File: src/rtl/wlk_pkg.sv
package wlk_pkg;

  typedef enum logic [1:0] {
    SQ_IDLE    = 2'd0,
    SQ_KEYED   = 2'd1,
    SQ_VALUE   = 2'd2,
    SQ_INVERSE = 2'd3
  } seq_state_t;

  // Second write of a sequence must carry the complement of the first.
  function automatic logic inverse_ok(input logic latched, input logic incoming);
    return incoming == ~latched;
  endfunction

  // Sticky flag update: a written 0 clears, a written 1 keeps; sets dominate.
  function automatic logic [2:0] flag_next(input logic [2:0] cur,
                                           input logic       wr,
                                           input logic [2:0] wmask,
                                           input logic [2:0] set);
    logic [2:0] kept;
    kept = wr ? (cur & wmask) : cur;
    return kept | set;
  endfunction

endpackage

File: src/rtl/wlk_decode.sv
module wlk_decode #(
  parameter int AW        = 4,
  parameter int KEY_ADDR  = 0,
  parameter int MODE_ADDR = 1,
  parameter int STAT_ADDR = 2
) (
  input  logic          clk,
  input  logic          rst_n,
  input  logic [AW-1:0] addr,
  input  logic          we,
  output logic          hit_key,
  output logic          hit_mode,
  output logic          hit_stat,
  output logic          wr_key,
  output logic          wr_mode,
  output logic          wr_stat
);
  localparam logic [AW-1:0] A_KEY  = AW'(KEY_ADDR);
  localparam logic [AW-1:0] A_MODE = AW'(MODE_ADDR);
  localparam logic [AW-1:0] A_STAT = AW'(STAT_ADDR);

  assign hit_key  = (addr == A_KEY);
  assign hit_mode = (addr == A_MODE);
  assign hit_stat = (addr == A_STAT);
  assign wr_key   = we && hit_key;
  assign wr_mode  = we && hit_mode;
  assign wr_stat  = we && hit_stat;

  assert_one_strobe_R10: assert property (@(posedge clk) disable iff (!rst_n)
    $onehot0({wr_key, wr_mode, wr_stat}));
endmodule

File: src/rtl/wlk_seq.sv
module wlk_seq
  import wlk_pkg::*;
#(
  parameter int          DW        = 8,
  parameter logic [DW-1:0] KEY_VALUE = 8'hA5
) (
  input  logic          clk,
  input  logic          rst_n,
  input  logic          wr_key,
  input  logic          wr_mode,
  input  logic [DW-1:0] wdata,
  output logic          commit_evt,
  output logic          commit_val,
  output logic          prot_err_evt,
  output seq_state_t    state_o
);
  seq_state_t st, st_nxt;
  logic       lat_q;
  logic       key_match;
  logic       in_bit;

  assign key_match = (wdata == KEY_VALUE);
  assign in_bit    = wdata[0];

  always_comb begin
    st_nxt       = st;
    commit_evt   = 1'b0;
    prot_err_evt = 1'b0;
    if (wr_key) begin
      st_nxt = key_match ? SQ_KEYED : SQ_IDLE;
    end else if (wr_mode) begin
      unique case (st)
        SQ_IDLE:  prot_err_evt = 1'b1;
        SQ_KEYED: st_nxt = SQ_VALUE;
        SQ_VALUE: begin
          if (inverse_ok(lat_q, in_bit)) begin
            st_nxt = SQ_INVERSE;
          end else begin
            st_nxt       = SQ_IDLE;
            prot_err_evt = 1'b1;
          end
        end
        SQ_INVERSE: begin
          st_nxt = SQ_IDLE;
          if (in_bit == lat_q) commit_evt   = 1'b1;
          else                 prot_err_evt = 1'b1;
        end
        default: st_nxt = SQ_IDLE;
      endcase
    end
  end

  assign commit_val = lat_q;
  assign state_o    = st;

  always_ff @(posedge clk or negedge rst_n) begin
    if (!rst_n) begin
      st    <= SQ_IDLE;
      lat_q <= 1'b0;
    end else begin
      st <= st_nxt;
      if (wr_mode && !wr_key && st == SQ_KEYED) lat_q <= in_bit;
    end
  end

  assert_key_arms_R7: assert property (@(posedge clk) disable iff (!rst_n)
    (wr_key && key_match) |=> (st == SQ_KEYED));
  assert_relock_R6: assert property (@(posedge clk) disable iff (!rst_n)
    commit_evt |=> (st == SQ_IDLE));
  assert_unarmed_err_R4: assert property (@(posedge clk) disable iff (!rst_n)
    (wr_mode && st == SQ_IDLE) |-> (prot_err_evt && !commit_evt));
  assert_err_drops_R5: assert property (@(posedge clk) disable iff (!rst_n)
    prot_err_evt |=> (st == SQ_IDLE));
endmodule

File: src/rtl/wlk_status.sv
module wlk_status
  import wlk_pkg::*;
(
  input  logic       clk,
  input  logic       rst_n,
  input  logic       wr_stat,
  input  logic [2:0] wmask,
  input  logic       prot_err_evt,
  input  logic       ext_err_a,
  input  logic       ext_err_b,
  output logic [2:0] flags
);
  logic [2:0] set_vec;
  assign set_vec = {ext_err_b, ext_err_a, prot_err_evt};

  always_ff @(posedge clk or negedge rst_n) begin
    if (!rst_n) flags <= 3'b000;
    else        flags <= flag_next(flags, wr_stat, wmask, set_vec);
  end

  assert_ext_a_sets_R8: assert property (@(posedge clk) disable iff (!rst_n)
    ext_err_a |=> flags[1]);
  assert_ext_b_sets_R8: assert property (@(posedge clk) disable iff (!rst_n)
    ext_err_b |=> flags[2]);
  assert_one_keeps_R9: assert property (@(posedge clk) disable iff (!rst_n)
    (wr_stat && wmask[0] && flags[0]) |=> flags[0]);
  assert_err_source_R4: assert property (@(posedge clk) disable iff (!rst_n)
    (!flags[0] && !prot_err_evt) |=> !flags[0]);
endmodule

File: src/rtl/prot_mode_guard.sv
module prot_mode_guard
  import wlk_pkg::*;
#(
  parameter int            AW        = 4,
  parameter int            DW        = 8,
  parameter int            KEY_ADDR  = 0,
  parameter int            MODE_ADDR = 1,
  parameter int            STAT_ADDR = 2,
  parameter logic [DW-1:0] KEY_VALUE = 8'hA5
) (
  input  logic          clk,
  input  logic          rst_n,
  input  logic [AW-1:0] bus_addr,
  input  logic [DW-1:0] bus_wdata,
  input  logic          bus_we,
  output logic [DW-1:0] bus_rdata,
  input  logic          prog_err_a_i,
  input  logic          prog_err_b_i,
  output logic          mode_o
);
  localparam int NFLAG = 3;

  logic       hit_key, hit_mode, hit_stat;
  logic       wr_key, wr_mode, wr_stat;
  logic       commit_evt, commit_val, prot_err_evt;
  seq_state_t seq_state;
  logic [NFLAG-1:0] flags;
  logic       mode_q;

  wlk_decode #(
    .AW(AW), .KEY_ADDR(KEY_ADDR), .MODE_ADDR(MODE_ADDR), .STAT_ADDR(STAT_ADDR)
  ) i_decode (
    .clk(clk), .rst_n(rst_n), .addr(bus_addr), .we(bus_we),
    .hit_key(hit_key), .hit_mode(hit_mode), .hit_stat(hit_stat),
    .wr_key(wr_key), .wr_mode(wr_mode), .wr_stat(wr_stat)
  );

  wlk_seq #(.DW(DW), .KEY_VALUE(KEY_VALUE)) i_seq (
    .clk(clk), .rst_n(rst_n), .wr_key(wr_key), .wr_mode(wr_mode),
    .wdata(bus_wdata), .commit_evt(commit_evt), .commit_val(commit_val),
    .prot_err_evt(prot_err_evt), .state_o(seq_state)
  );

  wlk_status i_status (
    .clk(clk), .rst_n(rst_n), .wr_stat(wr_stat),
    .wmask(bus_wdata[NFLAG-1:0]), .prot_err_evt(prot_err_evt),
    .ext_err_a(prog_err_a_i), .ext_err_b(prog_err_b_i), .flags(flags)
  );

  always_ff @(posedge clk or negedge rst_n) begin
    if (!rst_n)          mode_q <= 1'b0;
    else if (commit_evt) mode_q <= commit_val;
  end

  assign mode_o = mode_q;

  always_comb begin
    bus_rdata = '0;
    if (hit_mode)      bus_rdata = {{(DW-1){1'b0}}, mode_q};
    else if (hit_stat) bus_rdata = {{(DW-NFLAG){1'b0}}, flags};
  end

  assert_mode_guarded_R3: assert property (@(posedge clk) disable iff (!rst_n)
    !commit_evt |=> $stable(mode_q));
  assert_err_sticky_R5: assert property (@(posedge clk) disable iff (!rst_n)
    prot_err_evt |=> flags[0]);
  assert_commit_lands_R2: assert property (@(posedge clk) disable iff (!rst_n)
    commit_evt |=> (mode_o == $past(bus_wdata[0])));
  assert_no_commit_err_R5: assert property (@(posedge clk) disable iff (!rst_n)
    !(commit_evt && prot_err_evt));
endmodule

File: config.mk
export PLATFORM = sky130hd
export DESIGN_NAME = prot_mode_guard
export DESIGN_NICKNAME = d
export VERILOG_FILES = /design/src/rtl/wlk_pkg.sv /design/src/rtl/wlk_decode.sv /design/src/rtl/wlk_seq.sv /design/src/rtl/wlk_status.sv /design/src/rtl/prot_mode_guard.sv
export SDC_FILE = /design/constraint.sdc
export NUM_CORES = 1
export LEC_CHECK = 0
export BUFFER_PORTS_ARGS = -buffer_cell sky130_fd_sc_hd__buf_2
export CAP_MARGIN = 25
export CORE_AREA = 2 2 39 41
export CTS_CLUSTER_SIZE = 28
export DETAILED_ROUTE_END_ITERATION = 8
export DIE_AREA = 0 0 41 43
export PLACE_DENSITY = 0.7
export SLEW_MARGIN = 0
export SYNTH_ARGS = -nofsm -noshare
export SYNTH_HDL_FRONTEND = slang
export SYNTH_HIERARCHICAL = 1
export SYNTH_SLANG_ARGS = --single-unit
File: constraint.sdc
create_clock -name clk -period 1.4 [get_ports clk]
set_input_delay 0.21 -clock clk [delete_from_list [all_inputs] [get_ports clk]]
set_output_delay 0.21 -clock clk [all_outputs]
set_load 0.005 [all_outputs]
Word level (Yosys, flattened, before mapping)
Index checks and enable logic that the tools add are counted.
{ "word_totals": {"register_bits": 7, "out_inout_bits": 9} }
{ "classes": {"reduce_logical": 11, "n_eq_ne": 8, "mux": 17, "n_bitwise": 3} }
{ "ops": {"columns": ["op", "count"], "rows": [
  ["$mux W1", 9],
  ["$mux W3", 3],
  ["$eq A8 B8 Y1 const B", 1],
  ["$mux W2", 3],
  ["$pmux W2 S3", 1],
  ["$logic_and A1 B1 Y1", 5],
  ["$eq A2 B2 Y1 const B", 2],
  ["$eq A4 B1 Y1 const B", 1],
  ["$eq A4 B2 Y1 const B", 1],
  ["$logic_not A4 Y1", 1],
  ["$reduce_bool A4 Y1", 1],
  ["$and A3 B3 Y3", 1],
  ["$or A3 B3 Y3", 1],
  ["$pmux W1 S3", 1],
  ["$eq A1 B1 Y1", 2],
  ["$eq A2 B1 Y1 const B", 1],
  ["$logic_not A2 Y1", 1],
  ["$reduce_and A2 Y1", 1],
  ["$reduce_bool A2 Y1", 1],
  ["$logic_not A1 Y1", 1],
  ["$not A1 Y1", 1]
]} }

Longest topological paths before layout
Gate-level depths: netlist of run 1.
{ "depth": {"depth_word": 7, "ltp_mapped": 6} }

By module
Netlist of run 1, hierarchy kept.
{ "by_module_without_submodules": {"columns": ["mod", "area_each_um2", "n_inst", "cells_per_inst"], "rows": [
  ["wlk_seq", 229.0, 1, 21],
  ["wlk_status", 116.4, 1, 9],
  ["prot_mode_guard", 111.4, 1, 13],
  ["wlk_decode", 57.6, 1, 9]
]} }

Worst setup path before layout of run 1
No wires, ideal clock.
{ "synth_timing": {"path_type": "input to register", "start": "input bus_addr[3]", "end": "register mode_q (netlist: mode_o)", "setup_time_ns": 0.125, "slack_ns": -0.214, "path_buffers": 0, "stages": 6, "required_ns": 1.275, "arrival_ns": 1.489, "path_cell_list": "or3b_4 > nor2_1 > and3b_1 > nand2_1 > nor2_1 > mux2_4"} }
{ "synth_between": {"elab_chain_len": 4} }
{ "synth_rtl": {"columns": ["element", "line", "source"], "rows": [
  ["from (decl)", "prot_mode_guard.sv:13", "input logic [AW-1:0] bus_addr,"],
  ["$eq A4 B1 Y1", "wlk_decode.sv:23", "assign hit_mode = (addr == A_MODE);"],
  ["$logic_and A1 B1 Y1", "wlk_decode.sv:26", "assign wr_mode = we && hit_mode;"],
  ["net wr_mode", "prot_mode_guard.sv:24", "logic wr_key, wr_mode, wr_stat;"],
  ["$mux W1", "wlk_seq.sv:31", "end else if (wr_mode) begin"],
  ["$mux W1", "wlk_seq.sv:29", "if (wr_key) begin"],
  ["net commit_evt", "prot_mode_guard.sv:25", "logic commit_evt, commit_val, prot_err_evt;"],
  ["to (signal assigned)", "prot_mode_guard.sv:52", "else if (commit_evt) mode_q <= commit_val;"],
  ["to (decl)", "prot_mode_guard.sv:28", "logic mode_q;"]
]} }
The timed path passes the listed nets, and every way through them passes these cells.
A chain may end at the register's enable or synchronous reset.

Worst setup path after layout of run 1
{ "layout_timing": {"start": "input bus_addr[3]", "end": "register mode_q (netlist: mode_o)"} }
{ "layout_rtl": {"columns": ["element", "line", "source"], "rows": [
  ["$logic_not A4 Y1", "wlk_decode.sv:22", "assign hit_key = (addr == A_KEY);"],
  ["$logic_and A1 B1 Y1", "wlk_decode.sv:25", "assign wr_key = we && hit_key;"],
  ["net wr_key", "prot_mode_guard.sv:24", null],
  ["$mux W1", "wlk_seq.sv:29", null],
  ["net commit_evt", "prot_mode_guard.sv:25", null]
]} }
The timed path passes the listed nets, and every way through them passes these cells.

==> results, run 1 <==
- The worst register-to-register path ends at i_status/flags[0].
- The count of pins on the block boundary is 26.
- Setup repair after global routing could not meet its margin everywhere.
- The checks that failed: negative setup slack.
- The remaining global-route overflow is 0.
- For this design the static power due to leakage is ~0.34 nW.
- The total count of hold-check failures in the final report was 0.
- Data arrives at the worst endpoint at about 1.5 ns.
- The maximum clock frequency is about 710 MHz.
- The post-route fraction of the period consumed by the critical path is 101%.
- The smallest clock period supported by the final layout is computed as ~1.4 ns.
- For this run, the number of Yosys warnings is 6.
- The kind of launch point of the worst setup path is an input pin.
- The hold path startpoint is prog_err_b_i.
- The die extent in x is between 40 and 50 um.
- The instance count along the most critical hold path is 2.
- The routability-driven placement congestion ratio is ~0.74.
- STA classifies the critical path endpoint as a flop.
- The final total negative setup slack is -0.0144 ns.
- The repair_antennas step left the layout with diodes totalling 0.
- The most common cell after layout, fill and taps aside is sky130_fd_sc_hd__buf_2.
- IR analysis of the VDD net gives a maximum drop of 0.579 mV.
- The max-capacitance violation count is 0.
- Excluding fillers, the count of instances in the completed layout stands at between 90 and 100.
- The number of vias after detailed routing is between 400 and 500.
- The number of buffers created by CTS is 3.
- Port buffering added 20 buffers.
- The final standard cell utilization of the core is about half.
- The number of rows created at floorplan is 14.
- Prior to clock tree synthesis, the placed netlist has a worst setup slack of -0.282 ns.
- The cell count after synthesis came out at 51.
- The DRC violation total after the first TritonRoute iteration is 8.
- The classification of the worst-slack hold path is in2reg.
- Measured along the y axis, the die boundary spans approximately 43 um.
- Once placement completed, the tool counted placed cells totaling a little over 90.
- Setup slack on the critical path of the routed design comes to -0.00920 ns.
- The average wire per cell in the routed design is between 10 and 15 um.
- The mapped netlist covers between 500 and 600 sq um.
- After clock tree synthesis, the clock-pin slew on the worst setup and hold paths is around 0.060 ns.
- The HPWL after detailed placement is 873 um.
- Once the floorplan was initialized, standard cells occupied roughly 37% of the core.
- The top cell types in the final layout, fill and taps aside, are 19 x sky130_fd_sc_hd__buf_2, 7 x sky130_fd_sc_hd__dfrtp_1, 6 x sky130_fd_sc_hd__nand2b_1, 6 x sky130_fd_sc_hd__buf_4, 5 x sky130_fd_sc_hd__conb_1.
- The launch point of the worst reg-to-reg path is i_seq/commit_val.
- Along the worst path, the maximum fanout reaches 3.
- The clock latency of the later-clocked register in the worst-skew pair is 0.25 ns.
- Hold is met by 0.131 ns.
- TritonCTS built the clock tree.
- The cell sitting at the root of the clock tree is a sky130_fd_sc_hd__clkbuf_4.
- The mean post-synth cell area is roughly 10 sq um.
- The design draws between 0.5 and 0.6 mW.
- The initial antenna violation count is 0.
- Across all register-to-register paths, the minimum setup slack is ~0.10 ns.
- The number of H-tree levels is 1.
- The number of cells on the worst reg-to-reg path is 4.
- The via count of the first global-routing pass came to 465.
- The residual DRC count is 0.
- The first-pass GRT wire length is between 1.5 and 2 mm.
- The total iterations of the first detailed-routing run is 4.
- The detail route stage leaves a number of antenna-violating nets equal to 0.
- For this run, the post-layout net count is 99.
- The total count of max-transition violations in the final report is 0.
- From synthesis to final layout, the design area changed by 41.1%.
- The run finished, with violations left.
- Cells with a size suffix above 1 make up 50.6% of the layout.
- The clock skew is 0.00272 ns.
- The sink count of the clock tree is 7.
- The placement-stage cell area is about 660 sq um.
- By startpoint and endpoint, the worst setup path is classified as in2reg.
- The number of buffers on the longest clock path is 2.
- In this run the standard cell core region covers around 0.0014 sq mm.
- The per-cell via count in the routed design is between 4 and 5.
- The finished cells cover around 720 sq um.
- The path with the worst hold slack has its endpoint at i_status/flags[2].
- The data required time of the critical path is about 1.5 ns.
- The die footprint is between 0.0015 and 0.002 sq mm.
- Entering global routing, the biggest net connects 8 pins.
- Setup violations remaining at the end of the flow were counted as 2.
- The global-route usage over all layers is 15.8%.
- The power density over the cells is 826 mW/mm^2.
- The sum of routed wire length over all layers is 1.06 mm.
## timing repair
item                       CTS  global route
gates resized for setup      2             2
setup buffers                0             0
hold endpoints to repair     7             0
setup endpoints to repair    1             4
pin swaps                    0             0
hold buffers                 1             0
## how the worst max path moves through the flow
stage / from / end / slack (ns) / cells past startpoint
global placement: bus_addr[3] / mode_o / -0.24 / 7
finish: bus_addr[3] / mode_o / -0.009 / 7
global route: bus_addr[3] / mode_o / -0.04 / 7
detailed placement: bus_addr[3] / mode_o / -0.28 / 7
CTS: bus_addr[3] / mode_o / 0.01 / 7
floorplan: bus_addr[3] / i_seq/commit_val / -0.17 / 5
## registers in the layout, indices dropped and copies added, names as in the netlist
| signal | cells |
|---|---|
| mode_o | 1 |
| i_seq/state_o | 2 |
| i_seq/commit_val | 1 |
| i_status/flags | 3 |
## cell type report
cell class	count	area, sq um
Inverter	1	3.75
Sequential cell	7	175
Multi-Input combinational cell	42	329
Clock inverter	1	5.00
Timing Repair Buffer	27	161
Clock buffer	3	22.5
Fill cell	141	667
Tap cell	16	20.0
## worst max-delay path, cell delays in order
cell and delay, ns:
sky130_fd_sc_hd__buf_6 0.09, sky130_fd_sc_hd__or3b_4 0.42, sky130_fd_sc_hd__nor3_4 0.14, sky130_fd_sc_hd__and3b_2 0.25
sky130_fd_sc_hd__nand2_1 0.08, sky130_fd_sc_hd__nor2_2 0.04, sky130_fd_sc_hd__mux2_4 0.30
## power breakdown
group / internal [mW] / switching (mW)
clock: 0.104 / 0.0779
combinational: 0.0759 / 0.0587
sequential: 0.232 / 0.0428
total: 0.413 / 0.179
## metal layers
metal / up-vias / GRT usage (%) / wire, um
met4: 0 / 10.0 / 13
met5: - / 0 / 0
met1: 224 / 18.3 / 425
li1: 231 / - / -
met2: 15 / 25.0 / 574
met3: 2 / 3.14 / 48
Power figures use the tool's default switching activity.
==> run 2: changes to the inputs <==
- TNS_END_PERCENT: unset -> 1
==> run 2 against run 1 <==
- the run still ends with negative setup slack left
- wire length up 1.1%
- final cell count unchanged
- first-iteration DRC count up 13%
- sequential power about the same
- register-to-register slack about the same
- critical path depth unchanged
- worst setup slack worse by 0.0029 ns
- flip-flop and latch count unchanged
- non-clock buffer count unchanged
- critical endpoint unchanged
- largest power group unchanged
==> results, run 2 (same netlist as run 1, synthesis figures left out) <==
- The classification of the worst-slack hold path is in2reg (unchanged).
- The pin count of the biggest net entering global routing was 8 (unchanged).
- The data arrival time of the critical path is 1.55 ns (was 1.54 ns).
- The placed wire-length estimate after detailed placement is 871 um (was 873 um).
- The fraction of power spent switching nets is 30.1% (was 30.3%).
- Violations in the final reports: negative setup slack (unchanged).
- The number of flip-flops in the largest register came to 3 (unchanged).
- The number of buffers created by CTS is 3 (unchanged).
- The final antenna diode count was 0 (unchanged).
- The via count of the first global-routing pass was 459 (was 465).
- The number of rows created at floorplan is 14 (unchanged).
- The die footprint is 0.00176 sq mm (unchanged).
- The element type at the critical path end is a flop (unchanged).
- The number of vias after detailed routing came to 474 (was 472).
- Status: complete, but fails checks (unchanged).
- The average wire per cell in the routed design came to 11.1 um (was 10.9 um).
- The critical setup path kind is in2reg (unchanged).
- The final layout net count came to 99 (unchanged).
- The total count of max-transition violations in the final report is 0 (unchanged).
- The static power due to leakage is 0.334 nW (was 0.338 nW).
- The maximum clock frequency came to 708 MHz (was 710 MHz).
- The routability-driven placement congestion ratio is 0.720 (was 0.737).
- The family of cells with the greatest summed delay on the critical path is simple AND/OR/NAND/NOR gates (unchanged).
- Setup repair after global routing missed its margin: true (unchanged).
- The worst hold-check slack is 0.126 ns (was 0.131 ns).
- The residual DRC count is 0 (unchanged).
- The power density over the cells was 841 mW/mm^2 (was 826 mW/mm^2).
- The clock tree from TritonCTS is yes (unchanged).
- The instance count along the most critical hold path was 2 (unchanged).
- The placement-stage cell area came to 664 sq um (unchanged).
- The final worst setup slack was -0.0121 ns (was -0.00920 ns).
- The share of post-route cells with drive strength above 1 was 48.1% (was 50.6%).
- The final total negative setup slack is -0.0228 ns (was -0.0144 ns).
- The initial antenna violation count is 0 (unchanged).
- The total internal power is 0.417 mW (was 0.413 mW).
- The proportion of power drawn by combinational gates is 22.4% (was 22.7%).
- The remaining antenna violation count was 0 (unchanged).
- The remaining global-route overflow is 0 (unchanged).
- The most common cell after layout, fill and taps aside was sky130_fd_sc_hd__buf_2 (unchanged).
- The net switching power came to 0.180 mW (was 0.179 mW).
- The reg-to-reg setup timing slack is 0.10 ns (about the same).
- The total non-filler cell area in the finished layout is 711 sq um (was 717 sq um).
- The cell chosen for the clock root is sky130_fd_sc_hd__clkbuf_4 (unchanged).
- The post-route fraction of the period consumed by the critical path is 101% (about the same).
- The worst reg2reg path endpoint is i_status/flags[0] (unchanged).
- The largest incremental delay on the critical path came to 0.42 ns (about the same).
- The total count of hold-check failures in the final report is 0 (unchanged).
- The area overhead of the layout relative to synthesis is 39.9% (was 41.1%).
- The per-cell via count in the routed design is 4.89 (was 4.87).
- The starting density of the core was 36.7% (unchanged).
- The DRC violation total after the first TritonRoute iteration is 9 (was 8).
- The worst path buffer plus inverter count is 1 (unchanged).
- The sum of routed wire length over all layers is 1.07 mm (was 1.06 mm).
- The die height came to 43 um (unchanged).
- The number of H-tree levels came to 1 (unchanged).
- The die extent in x came to 41 um (unchanged).
- The core box area is 0.00138 sq mm (unchanged).
- The launch point of the worst reg-to-reg path is i_seq/commit_val (unchanged).
- The part of the total power dissipated in sequential elements is 46.4% (was 46.5%).
- Commonest cells after routing, fill and taps aside: 19 x sky130_fd_sc_hd__buf_2, 7 x sky130_fd_sc_hd__dfrtp_1, 6 x sky130_fd_sc_hd__nand2b_1, 6 x sky130_fd_sc_hd__buf_4, 5 x sky130_fd_sc_hd__conb_1 (unchanged).
- Cell Chain, Critical Path: buf_6 -> or3b_4 -> nor3_4 -> and3b_2 -> nand2_1 -> nor2_2 -> mux2_4 (unchanged).
- The number of buffers on the longest clock path was 2 (unchanged).
- The number of cells on the worst reg-to-reg path is 4 (unchanged).
- The clock input transition at the sequential cells of the worst setup and hold paths is 0.05 ns (was 0.06 ns).
- The number of setup violations in the final report is 2 (unchanged).
- The worst slack after detailed placement is -0.293 ns (was -0.282 ns).
- The kind of launch point of the worst setup path is an input pin (unchanged).
- The first-pass GRT wire length is 1.79 mm (was 1.84 mm).
- The maximum fanout count along the critical path was 3 (unchanged).
- The highest-delay cell along the critical path is sky130_fd_sc_hd__or3b_4 (unchanged).
- The sink count of the clock tree is 7 (unchanged).
- The data required time of the critical path is 1.54 ns (was 1.53 ns).
- The hold path startpoint is prog_err_b_i (unchanged).
- The global-route usage over all layers came to 15.6% (was 15.8%).
- The number of buffers added on ports is 20 (unchanged).
- The count of pins on the block boundary is 26 (unchanged).
- The clock skew is 0.00500 ns (was 0.00272 ns).
- The largest register by flop count is i_status/flags (unchanged).
- The post-route minimum period is 1.41 ns (about the same).
- The peak supply drop is 0.859 mV (was 0.579 mV).
- The clock latency of the later-clocked register in the worst-skew pair is 0.26 ns (was 0.25 ns).
- The clock group share of total power came to 31.2% (was 30.8%).
- The end point of the most critical hold path was i_status/flags[2] (unchanged).
- The max-capacitance violation count came to 0 (unchanged).
- The total iterations of the first detailed-routing run is 4 (unchanged).
## run 2: cell count changes in the layout (fill, tap and decap cells not counted), sizes merged
| cell | delta |
|---|---|
| clkinv | -1 |
| clkbuf | +1 |
## run 2: how the worst max path moves through the flow
| stage | to | slack [ns] | depth (start not counted) | start |
|---|---|---|---|---|
| after floorplan | i_seq/commit_val | -0.17 | 5 | bus_addr[3] |
| after global placement | mode_o | -0.25 | 7 | bus_addr[3] |
| after detailed placement | mode_o | -0.29 | 7 | bus_addr[3] |
| after CTS | mode_o | 0.006 | 7 | bus_addr[2] |
| after global routing | mode_o | -0.02 | 7 | bus_addr[2] |
| final | mode_o | -0.01 | 7 | bus_addr[2] |
## run 2: timing repair
| item | in CTS | in global routing |
|---|---|---|
| pin swaps | 1 | 0 |
| gates resized for setup | 3 | 0 |
| setup buffers | 0 | 0 |
| hold endpoints to repair | 7 | 0 |
| endpoints found under the setup margin | 1 | 3 |
| hold buffers | 1 | 0 |
## run 2: stage by stage
stage | total power, mW | instances | util (%)
detailed placement | 0.407 | 92 | 48.0
finish | 0.597 | 97 | 51.4
global route | 0.637 | 97 | 51.4
CTS | 0.605 | 97 | 51.4
floorplan | 0.356 | 55 | -
global placement | 0.400 | 92 | 48.0
## run 2: area by class of cell
cell class	count	area, sq um
inverter	1	3.75
timing repair buffer	27	161
sequential	7	175
clock buffer	4	26.3
multi-input combinational	42	324
fill	140	673
tap	16	20.0
## run 2: worst register-to-register path, stage by stage (launching register included)
cell	delay, ns
sky130_fd_sc_hd__dfrtp_1	0.42
sky130_fd_sc_hd__xor2_2	0.20
sky130_fd_sc_hd__a2111oi_2	0.38
sky130_fd_sc_hd__a31o_1	0.16
sky130_fd_sc_hd__a21o_1	0.08
## run 2: power by group through the flow
stage / logic [mW] / clock network (mW) / registers [mW]
2_1_floorplan: 0.0872 / 0 / 0.269
3_3_place_gp: 0.125 / 0 / 0.276
3_5_place_dp: 0.129 / 0 / 0.278
4_1_cts: 0.135 / 0.194 / 0.275
5_1_grt: 0.151 / 0.205 / 0.281
6_report: 0.134 / 0.186 / 0.277
## run 2: layer usage
metal	vias up	part of all wire (%)	GRT usage, %
li1	232	-	-
met1	218	38	15.9
met2	22	52	26.6
met3	2	9.3	9.42
met4	0	0.37	2.00
met5	-	0	0
